`src/rtl/vup_pkg.sv`:
```
package vup_pkg;
  localparam int QW_BYTES = 16;
  localparam int LANES    = 4;
  localparam int LANE_W   = 32;

  typedef enum logic [1:0] {
    ELEM_32     = 2'd0,
    ELEM_16     = 2'd1,
    ELEM_8      = 2'd2,
    ELEM_PACKED = 2'd3
  } elem_w_e;

  typedef struct packed {
    logic [1:0] comps_m1;
    elem_w_e    ew;
  } fmt_t;

  // stream bytes taken by one vector of the given format
  function automatic logic [4:0] fmt_bytes(input fmt_t f);
    logic [4:0] n;
    n = {3'b000, f.comps_m1} + 5'd1;
    case (f.ew)
      ELEM_32:     return 5'(n << 2);
      ELEM_16:     return 5'(n << 1);
      ELEM_8:      return n;
      default:     return (f.comps_m1 == 2'd3) ? 5'd2 : 5'd0;
    endcase
  endfunction
endpackage

```
`src/rtl/vup_byte_gather.sv`:
```
module vup_byte_gather #(
  parameter int DEPTH = 16,
  parameter int CW    = $clog2(DEPTH + 1)
) (
  input  logic               clk,
  input  logic               rst_n,
  input  logic               clear,
  input  logic               push,
  input  logic [7:0]         din,
  input  logic               drain,
  output logic [DEPTH*8-1:0] bytes,
  output logic [CW-1:0]      count
);
  always_ff @(posedge clk) begin
    if (!rst_n) begin
      count <= '0;
    end else if (clear || drain) begin
      count <= '0;
    end else if (push && (count < CW'(DEPTH))) begin
      count <= count + 1'b1;
    end
  end

  // one register per byte slot, loaded when the fill pointer reaches it
  for (genvar s = 0; s < DEPTH; s++) begin : g_slot
    always_ff @(posedge clk) begin
      if (!rst_n) begin
        bytes[s*8 +: 8] <= 8'h00;
      end else if (push && !clear && !drain && (count == CW'(s))) begin
        bytes[s*8 +: 8] <= din;
      end
    end
  end
endmodule

```
`src/rtl/vup_lane_widen.sv`:
```
module vup_lane_widen
  import vup_pkg::*;
(
  input  fmt_t                          fmt,
  input  logic [QW_BYTES*8-1:0]         raw,
  output logic [LANES*LANE_W-1:0]       quad
);
  for (genvar i = 0; i < LANES; i++) begin : g_lane
    logic [LANE_W-1:0] lane;
    always_comb begin
      lane = '0;
      if (2'(i) <= fmt.comps_m1) begin
        case (fmt.ew)
          ELEM_32: lane = raw[i*32 +: 32];
          ELEM_16: lane = {16'h0000, raw[i*16 +: 16]};
          ELEM_8:  lane = {24'h000000, raw[i*8 +: 8]};
          default: begin
            if (fmt.comps_m1 == 2'd3) begin
              if (i == LANES - 1) lane = {31'h0, raw[15]};
              else                lane = {27'h0, raw[i*5 +: 5]};
            end
          end
        endcase
      end
    end
    assign quad[i*LANE_W +: LANE_W] = lane;
  end
endmodule

```
`src/rtl/vup_walk.sv`:
```
module vup_walk #(
  parameter int ADDR_W = 14,
  parameter int CNT_W  = 8
) (
  input  logic              clk,
  input  logic              rst_n,
  input  logic              start,
  input  logic [ADDR_W-1:0] base_addr,
  input  logic [CNT_W-1:0]  num_req,
  input  logic [CNT_W-1:0]  cl,
  input  logic [CNT_W-1:0]  wl,
  input  logic              step,
  output logic [ADDR_W-1:0] addr,
  output logic [CNT_W:0]    left,
  output logic              busy,
  output logic              done,
  output logic              consume,
  output logic              accept
);
  localparam int CYC_W = CNT_W + 1;
  localparam logic [CYC_W-1:0]  FULL  = CYC_W'(1) << CNT_W;
  localparam logic [ADDR_W-1:0] ALIGN = ~ADDR_W'(15);

  logic [CNT_W-1:0]  cl_q;
  logic [CYC_W-1:0]  wl_q, cnt_q;
  logic              skip_q;
  logic [CYC_W-1:0]  wl_eff, cnt_inc, gap;
  logic              row_end;
  logic [ADDR_W-1:0] jump, addr_nxt;

  assign accept  = start && !busy;
  assign wl_eff  = (wl == '0) ? FULL : CYC_W'(wl);
  assign cnt_inc = cnt_q + 1'b1;
  assign row_end = (cnt_inc == wl_q);
  assign gap     = CYC_W'(cl_q) - wl_q;
  assign jump    = (skip_q && row_end) ? (ADDR_W'(gap) << 4) : '0;
  assign addr_nxt = (addr + ADDR_W'(16) + jump) & ALIGN;
  assign consume = skip_q || (cnt_q < CYC_W'(cl_q));

  always_ff @(posedge clk) begin
    if (!rst_n) begin
      cl_q   <= '0;
      wl_q   <= '0;
      cnt_q  <= '0;
      skip_q <= 1'b0;
      addr   <= '0;
      left   <= '0;
      busy   <= 1'b0;
      done   <= 1'b0;
    end else begin
      done <= 1'b0;
      if (accept) begin
        cl_q   <= cl;
        wl_q   <= wl_eff;
        skip_q <= (CYC_W'(cl) >= wl_eff);
        cnt_q  <= '0;
        addr   <= base_addr & ALIGN;
        left   <= (num_req == '0) ? FULL : CYC_W'(num_req);
        busy   <= 1'b1;
      end else if (busy && step) begin
        left  <= left - 1'b1;
        cnt_q <= row_end ? '0 : cnt_inc;
        addr  <= addr_nxt;
        if (left == CYC_W'(1)) begin
          busy <= 1'b0;
          done <= 1'b1;
        end
      end
    end
  end
endmodule

```
`src/rtl/vup_seq.sv`:
```
module vup_seq
  import vup_pkg::*;
#(
  parameter int ADDR_W = 14,
  parameter int CNT_W  = 8
) (
  input  logic              clk,
  input  logic              rst_n,
  input  logic              start,
  input  logic [3:0]        fmt_code,
  input  logic [ADDR_W-1:0] start_addr,
  input  logic [CNT_W-1:0]  num_cfg,
  input  logic [CNT_W-1:0]  cl_cfg,
  input  logic [CNT_W-1:0]  wl_cfg,
  input  logic              in_valid,
  output logic              in_ready,
  input  logic [7:0]        in_data,
  output logic              wr_valid,
  input  logic              wr_ready,
  output logic [ADDR_W-1:0] wr_addr,
  output logic [127:0]      wr_data,
  output logic [CNT_W:0]    num_left,
  output logic              busy,
  output logic              done
);
  localparam int BCW = $clog2(QW_BYTES + 1);

  fmt_t                  fmt_q;
  logic [4:0]            vsize;
  logic [BCW-1:0]        have;
  logic [QW_BYTES*8-1:0] raw;
  logic [127:0]          widened;
  logic                  consume, accept, have_all, fire;

  always_ff @(posedge clk) begin
    if (!rst_n)      fmt_q <= fmt_t'(4'h0);
    else if (accept) fmt_q <= fmt_t'(fmt_code);
  end

  assign vsize    = fmt_bytes(fmt_q);
  assign have_all = (5'(have) >= vsize);
  assign wr_valid = busy && (!consume || have_all);
  assign in_ready = busy && consume && !have_all;
  assign fire     = wr_valid && wr_ready;
  assign wr_data  = consume ? widened : '0;

  vup_walk #(.ADDR_W(ADDR_W), .CNT_W(CNT_W)) u_walk (
    .clk(clk), .rst_n(rst_n), .start(start), .base_addr(start_addr),
    .num_req(num_cfg), .cl(cl_cfg), .wl(wl_cfg), .step(fire),
    .addr(wr_addr), .left(num_left), .busy(busy), .done(done),
    .consume(consume), .accept(accept)
  );

  vup_byte_gather #(.DEPTH(QW_BYTES), .CW(BCW)) u_gather (
    .clk(clk), .rst_n(rst_n), .clear(accept), .push(in_valid && in_ready),
    .din(in_data), .drain(fire && consume), .bytes(raw), .count(have)
  );

  vup_lane_widen u_widen (.fmt(fmt_q), .raw(raw), .quad(widened));
endmodule

```
`config.mk`:
```
export PLATFORM = sky130hd
export DESIGN_NAME = vup_seq
export DESIGN_NICKNAME = d
export VERILOG_FILES = /design/src/rtl/vup_pkg.sv /design/src/rtl/vup_byte_gather.sv /design/src/rtl/vup_lane_widen.sv /design/src/rtl/vup_walk.sv /design/src/rtl/vup_seq.sv
export SDC_FILE = /design/constraint.sdc
export NUM_CORES = 1
export LEC_CHECK = 0
export ABC_AREA = 1
export BUFFER_PORTS_ARGS = -buffer_cell sky130_fd_sc_hd__buf_2
export CAP_MARGIN = 20
export CORE_ASPECT_RATIO = 1.1
export CORE_UTILIZATION = 45
export CTS_CLUSTER_SIZE = 14
export DETAILED_ROUTE_END_ITERATION = 8
export PLACE_DENSITY = 0.67
export SYNTH_ARGS = -nofsm -noshare
export SYNTH_HDL_FRONTEND = slang
export SYNTH_SLANG_ARGS = --single-unit
```
`constraint.sdc`:
```
create_clock -name clk -period 3.5 [get_ports clk]
set_input_delay 0.175 -clock clk [delete_from_list [all_inputs] [get_ports clk]]
set_output_delay 0.175 -clock clk [all_outputs]
set_load 0.02 [all_outputs]
```
==> summary by stage <==
Power
The analysis attributes to net switching a power of 1750 µW. The switching part of the total power is 33.7%. Cell internal power was estimated by the tool at 3430 µW.

The fraction of power consumed by the clock network is 38.9%. Summed over all cells, the static leakage comes to 0.00562 µW. The combinational power share is 18.3%. Dividing total power by cell area gives a power density of 397 nW/µm². IR analysis of the VDD net gives a maximum drop of 0.304 mV. The share of power burned in registers is 42.8%.

Yosys
The main combinational cell family by area after synthesis is simple AND/OR/NAND/NOR gates. The share of synthesized area in the top cell type comes to 33.9%. Of all cell types, the one taking the most synthesized area is sky130_fd_sc_hd__dfxtp_1. The share of synthesized area spent on multiplexers is 0%. The netlist area before placement is 10900 µm².

Summing the areas of all xor and xnor instances in the mapped netlist gives 1.41% of the synthesized area. Yosys attributes the largest share of cell area to sky130_fd_sc_hd__dfxtp_1 (34%), sky130_fd_sc_hd__nand2_1 (15%), sky130_fd_sc_hd__nor2_1 (10%). The basic-gate share of the synthesized area counting and, or, nand and nor cells is 35.5%. The number of flops mapped to enable cells by yosys is 0. The synthesized area per cell is 6.44 µm². By count the netlist is led by sky130_fd_sc_hd__nand2_1 (442), sky130_fd_sc_hd__nor2_1 (291), sky130_fd_sc_hd__dfxtp_1 (185), sky130_fd_sc_hd__inv_1 (148), sky130_fd_sc_hd__a21oi_1 (146).

The primary flip-flop cell chosen by synthesis mapping is sky130_fd_sc_hd__dfxtp_1. The proportion of synthesized chip area in sequential cells is 33.9%. The Yosys step of the flow raised 0 warnings. In this run, synthesis produced a sequential element count of 185. The synthesized-area fraction occupied by adder cells is 6.78%. The synthesized netlist devotes 12.8% of its cell area to compound gates.

Of all flip-flops after synthesis, the portion carrying an async set or reset was 0%. Synthesis produced 1696 cells. The post-synthesis cell type count is 46. The most frequently used cell type in the post-synthesis netlist is sky130_fd_sc_hd__nand2_1.

Min path
In this run the worst hold path is classified as primary input to register. The hold path startpoint is fmt_code[2]. The terminating pin of the worst hold path is fmt_q[2]. Along the worst hold path, the cell count comes to 3.

STA
In this run the tightest slew margin relative to its limit is 37.8%. The final-report max-slew violation count came to 0. The setup TNS after final layout is 0 ps.

The worst path meets setup with 210 ps of slack. Based on the critical path, the design can be clocked at up to 0.304 GHz. The routed design could run at a clock period as short as 3290 ps. Between clock sinks in the finished design, the worst skew comes to 14.3 ps. The minimum hold slack is 12.2 ps. At the pin with the least slew margin, the transition time is 926 ps. Setup repair after global routing could not meet its margin everywhere. The hold violation count in the final report is 0. The number of setup violations in the final report is 0. The final clock period utilization by the worst path is 94.0%.

Route
The aggregate routed wire length is 34600 µm. The detailed router placed 11700 vias in this run. The number of design rule violations left after detail routing is 0. The initial DRC count is 997. The average wire length per cell after detail routing is 15.8 µm. Dividing the detail-routed via count by the number of cells gives 5.32.

The remaining antenna violation count is 0. The first TritonRoute pass finished after 5 iterations.

Setup path
In this run the critical register-to-register path is launched from u_walk.cnt_q[1]. The critical path's slowest cell is sky130_fd_sc_hd__dfxtp_2. The worst setup path is launched from a register.

The sum of buffers and inverters on the critical path is 2. The critical path is of the register to register type. The signal on the critical path passes through nand2_1, nor2_2, nand2_1, nand2_1, nand2_1, nand2_1, nor3b_1, nand4_1, buf_4, nor3_2, ha_1, ha_1, inv_1, o21bai_2, nor2_1, o21ai_1, xor2_1, nand2_1, nand2_1, nor2_1, nor2_1. In this design, the stage delay of the slowest critical-path cell is 390 ps. The most numerous cell type found on the critical path is sky130_fd_sc_hd__nand2_1. The required time at the endpoint of the critical path is 3840 ps. The kind of capture point of the worst setup path is a register. The cell family contributing the most delay on the critical path is simple AND/OR/NAND/NOR gates. The length in cells of the worst reg-to-reg path is 21. Across all register-to-register paths, the minimum setup slack is 210 ps. The number of cells on the critical path is 21. The arrival time of the worst setup path is 3630 ps.

Along the worst path, the maximum fanout reaches 8. The worst register-to-register path ends at u_walk.addr[11].

Floorplan
For this configuration, the core starts out at a cell density of 45.9%. The core region is 23800 µm². The floorplan has 59 rows. The die outline width is 151 µm.

The vertical die dimension is 165 µm. The boundary pin count is 210. The die covers 24900 µm².

Clocking
The clock tree synthesis step divided the H-tree into 4 levels. The TritonCTS buffer count is 17. The maximum number of buffers from clock root to sink is 2. The latest clock arrival within the worst-skew pair is 450 ps. The TritonCTS sink count is 185.

Clock-pin slew was measured on the worst setup and hold paths at 80 ps. The clock root buffer master is sky130_fd_sc_hd__clkbuf_16. The clock tree from TritonCTS is built.

Finish
The share of final-layout standard cells stronger than drive strength 1 is 17.4%. The final net count is 1986. Once layout is done, the placed cells without fillers occupy 13100 µm².

The area overhead of the layout relative to synthesis is 19.5%.

Global route
Across every metal layer, demand over resource in global routing totals 28.1%. The via count of the first global-routing pass is 10400. The maximum number of pins on one net before global-route repair is 72. The number of antenna violations at the first check in global routing is 2.

The first global-routing pass estimated 54200 µm of wire. The total overflow left after global routing is 0.

Outcome
The flow ran to the end, and the final reports show no timing, DRC or antenna violations.

Run
The tool flagged a number of max-cap violations equal to 0.

Placement
OpenSTA, run right after detailed placement, puts the worst setup slack at 60.7 ps. After detailed placement, the total cell area comes to 12200 µm². The HPWL after detailed placement is 24900 µm. The count of input and output buffers is 201.

Routability-driven placement finished with a final weighted congestion of 0.933.
==> repair_timing <==
action	in CTS	in global routing
gates resized for setup	0	33
hold buffers	4	0
hold endpoints to repair	4	0
buffers inserted	0	5
endpoints found under the setup margin	0	25
==> stage by stage <==
step                instances  total power, µW  utilization (%)
floorplan                1699             2910                -
global placement         2150             3170             51.3
detailed placement       2150             3180             51.3
CTS                      2186             5180             54.1
global route             2192             5410             54.9
finish                   2193             5180             54.9
==> tightest hold or removal path, stage by stage <==
cell,delay [ps]
sky130_fd_sc_hd__buf_2,70
sky130_fd_sc_hd__o21ai_0,70
sky130_fd_sc_hd__a21oi_1,100
==> registers in the layout, summed over array words and instances (netlist names) <==
name	flops
u_gather.count	5
u_walk.cl_q	8
u_walk.left	9
u_gather.bytes	128
u_walk.addr	10
u_walk.skip_q	1
u_walk.done	1
fmt_q	4
u_walk.wl_q	9
u_walk.busy	1
u_walk.cnt_q	9
==> routing by layer <==
layer / part of all wire, % / wire length [µm] / GRT usage (%)
met1: 43 / 14900 / 36.1
met2: 46 / 15900 / 46.4
met3: 7.1 / 2440 / 4.23
met4: 3.9 / 1340 / 12.7
met5: 0 / 0 / 0
==> power groups by stage <==
stage          logic (µW)  clock network, µW  registers [µW]
2_1_floorplan         630                  0            2280
3_3_place_gp          906                  0            2260
3_5_place_dp          917                  0            2260
4_1_cts               925               2040            2210
5_1_grt              1060               2130            2220
6_report              950               2020            2210
==> cells in the final DEF (no fill, tap or decap), types with 19 or more instances in the layout <==
cell type,netlist,routed
sky130_fd_sc_hd__nor3_1,50,48
sky130_fd_sc_hd__ha_1,56,51
sky130_fd_sc_hd__nand4_1,19,19
sky130_fd_sc_hd__nand2_1,442,437
sky130_fd_sc_hd__o21ai_0,54,51
sky130_fd_sc_hd__inv_1,148,148
sky130_fd_sc_hd__dfxtp_1,185,178
sky130_fd_sc_hd__buf_2,6,201
sky130_fd_sc_hd__buf_4,8,41
sky130_fd_sc_hd__nand3_1,106,106
sky130_fd_sc_hd__nor2_1,291,286
sky130_fd_sc_hd__a21oi_1,146,143
==> area by class of cell <==
class | count | area [µm²]
multi-input cells | 1264 | 6290
clock inverters | 15 | 193
fillers | 2359 | 10700
well taps | 305 | 382
clock buffers | 17 | 425
diodes | 2 | 5.00
inverters | 153 | 574
flip-flops and latches | 185 | 3710
repair buffers | 252 | 1470
==> worst max-delay path by stage <==
stage | start | endpoint | slack (ps)
after floorplan | u_walk.cnt_q[2] | u_walk.addr[13] | 190
after global placement | u_walk.cnt_q[0] | u_walk.addr[9] | 110
after detailed placement | u_walk.cnt_q[1] | u_walk.addr[9] | 60
after CTS | u_walk.cnt_q[1] | u_walk.addr[9] | 30
after global routing | u_walk.cnt_q[1] | u_walk.addr[9] | -70
final | u_walk.cnt_q[1] | u_walk.addr[11] | 210
==> cells by family after synthesis <==
group | count (synthesis)
compound gates | 253
xor+xnor | 16
fa+ha+maj | 58
buf+inv | 250
flops | 185
other cells | 1
simple gates | 933
No activity file was read; power rests on OpenSTA's default activity.
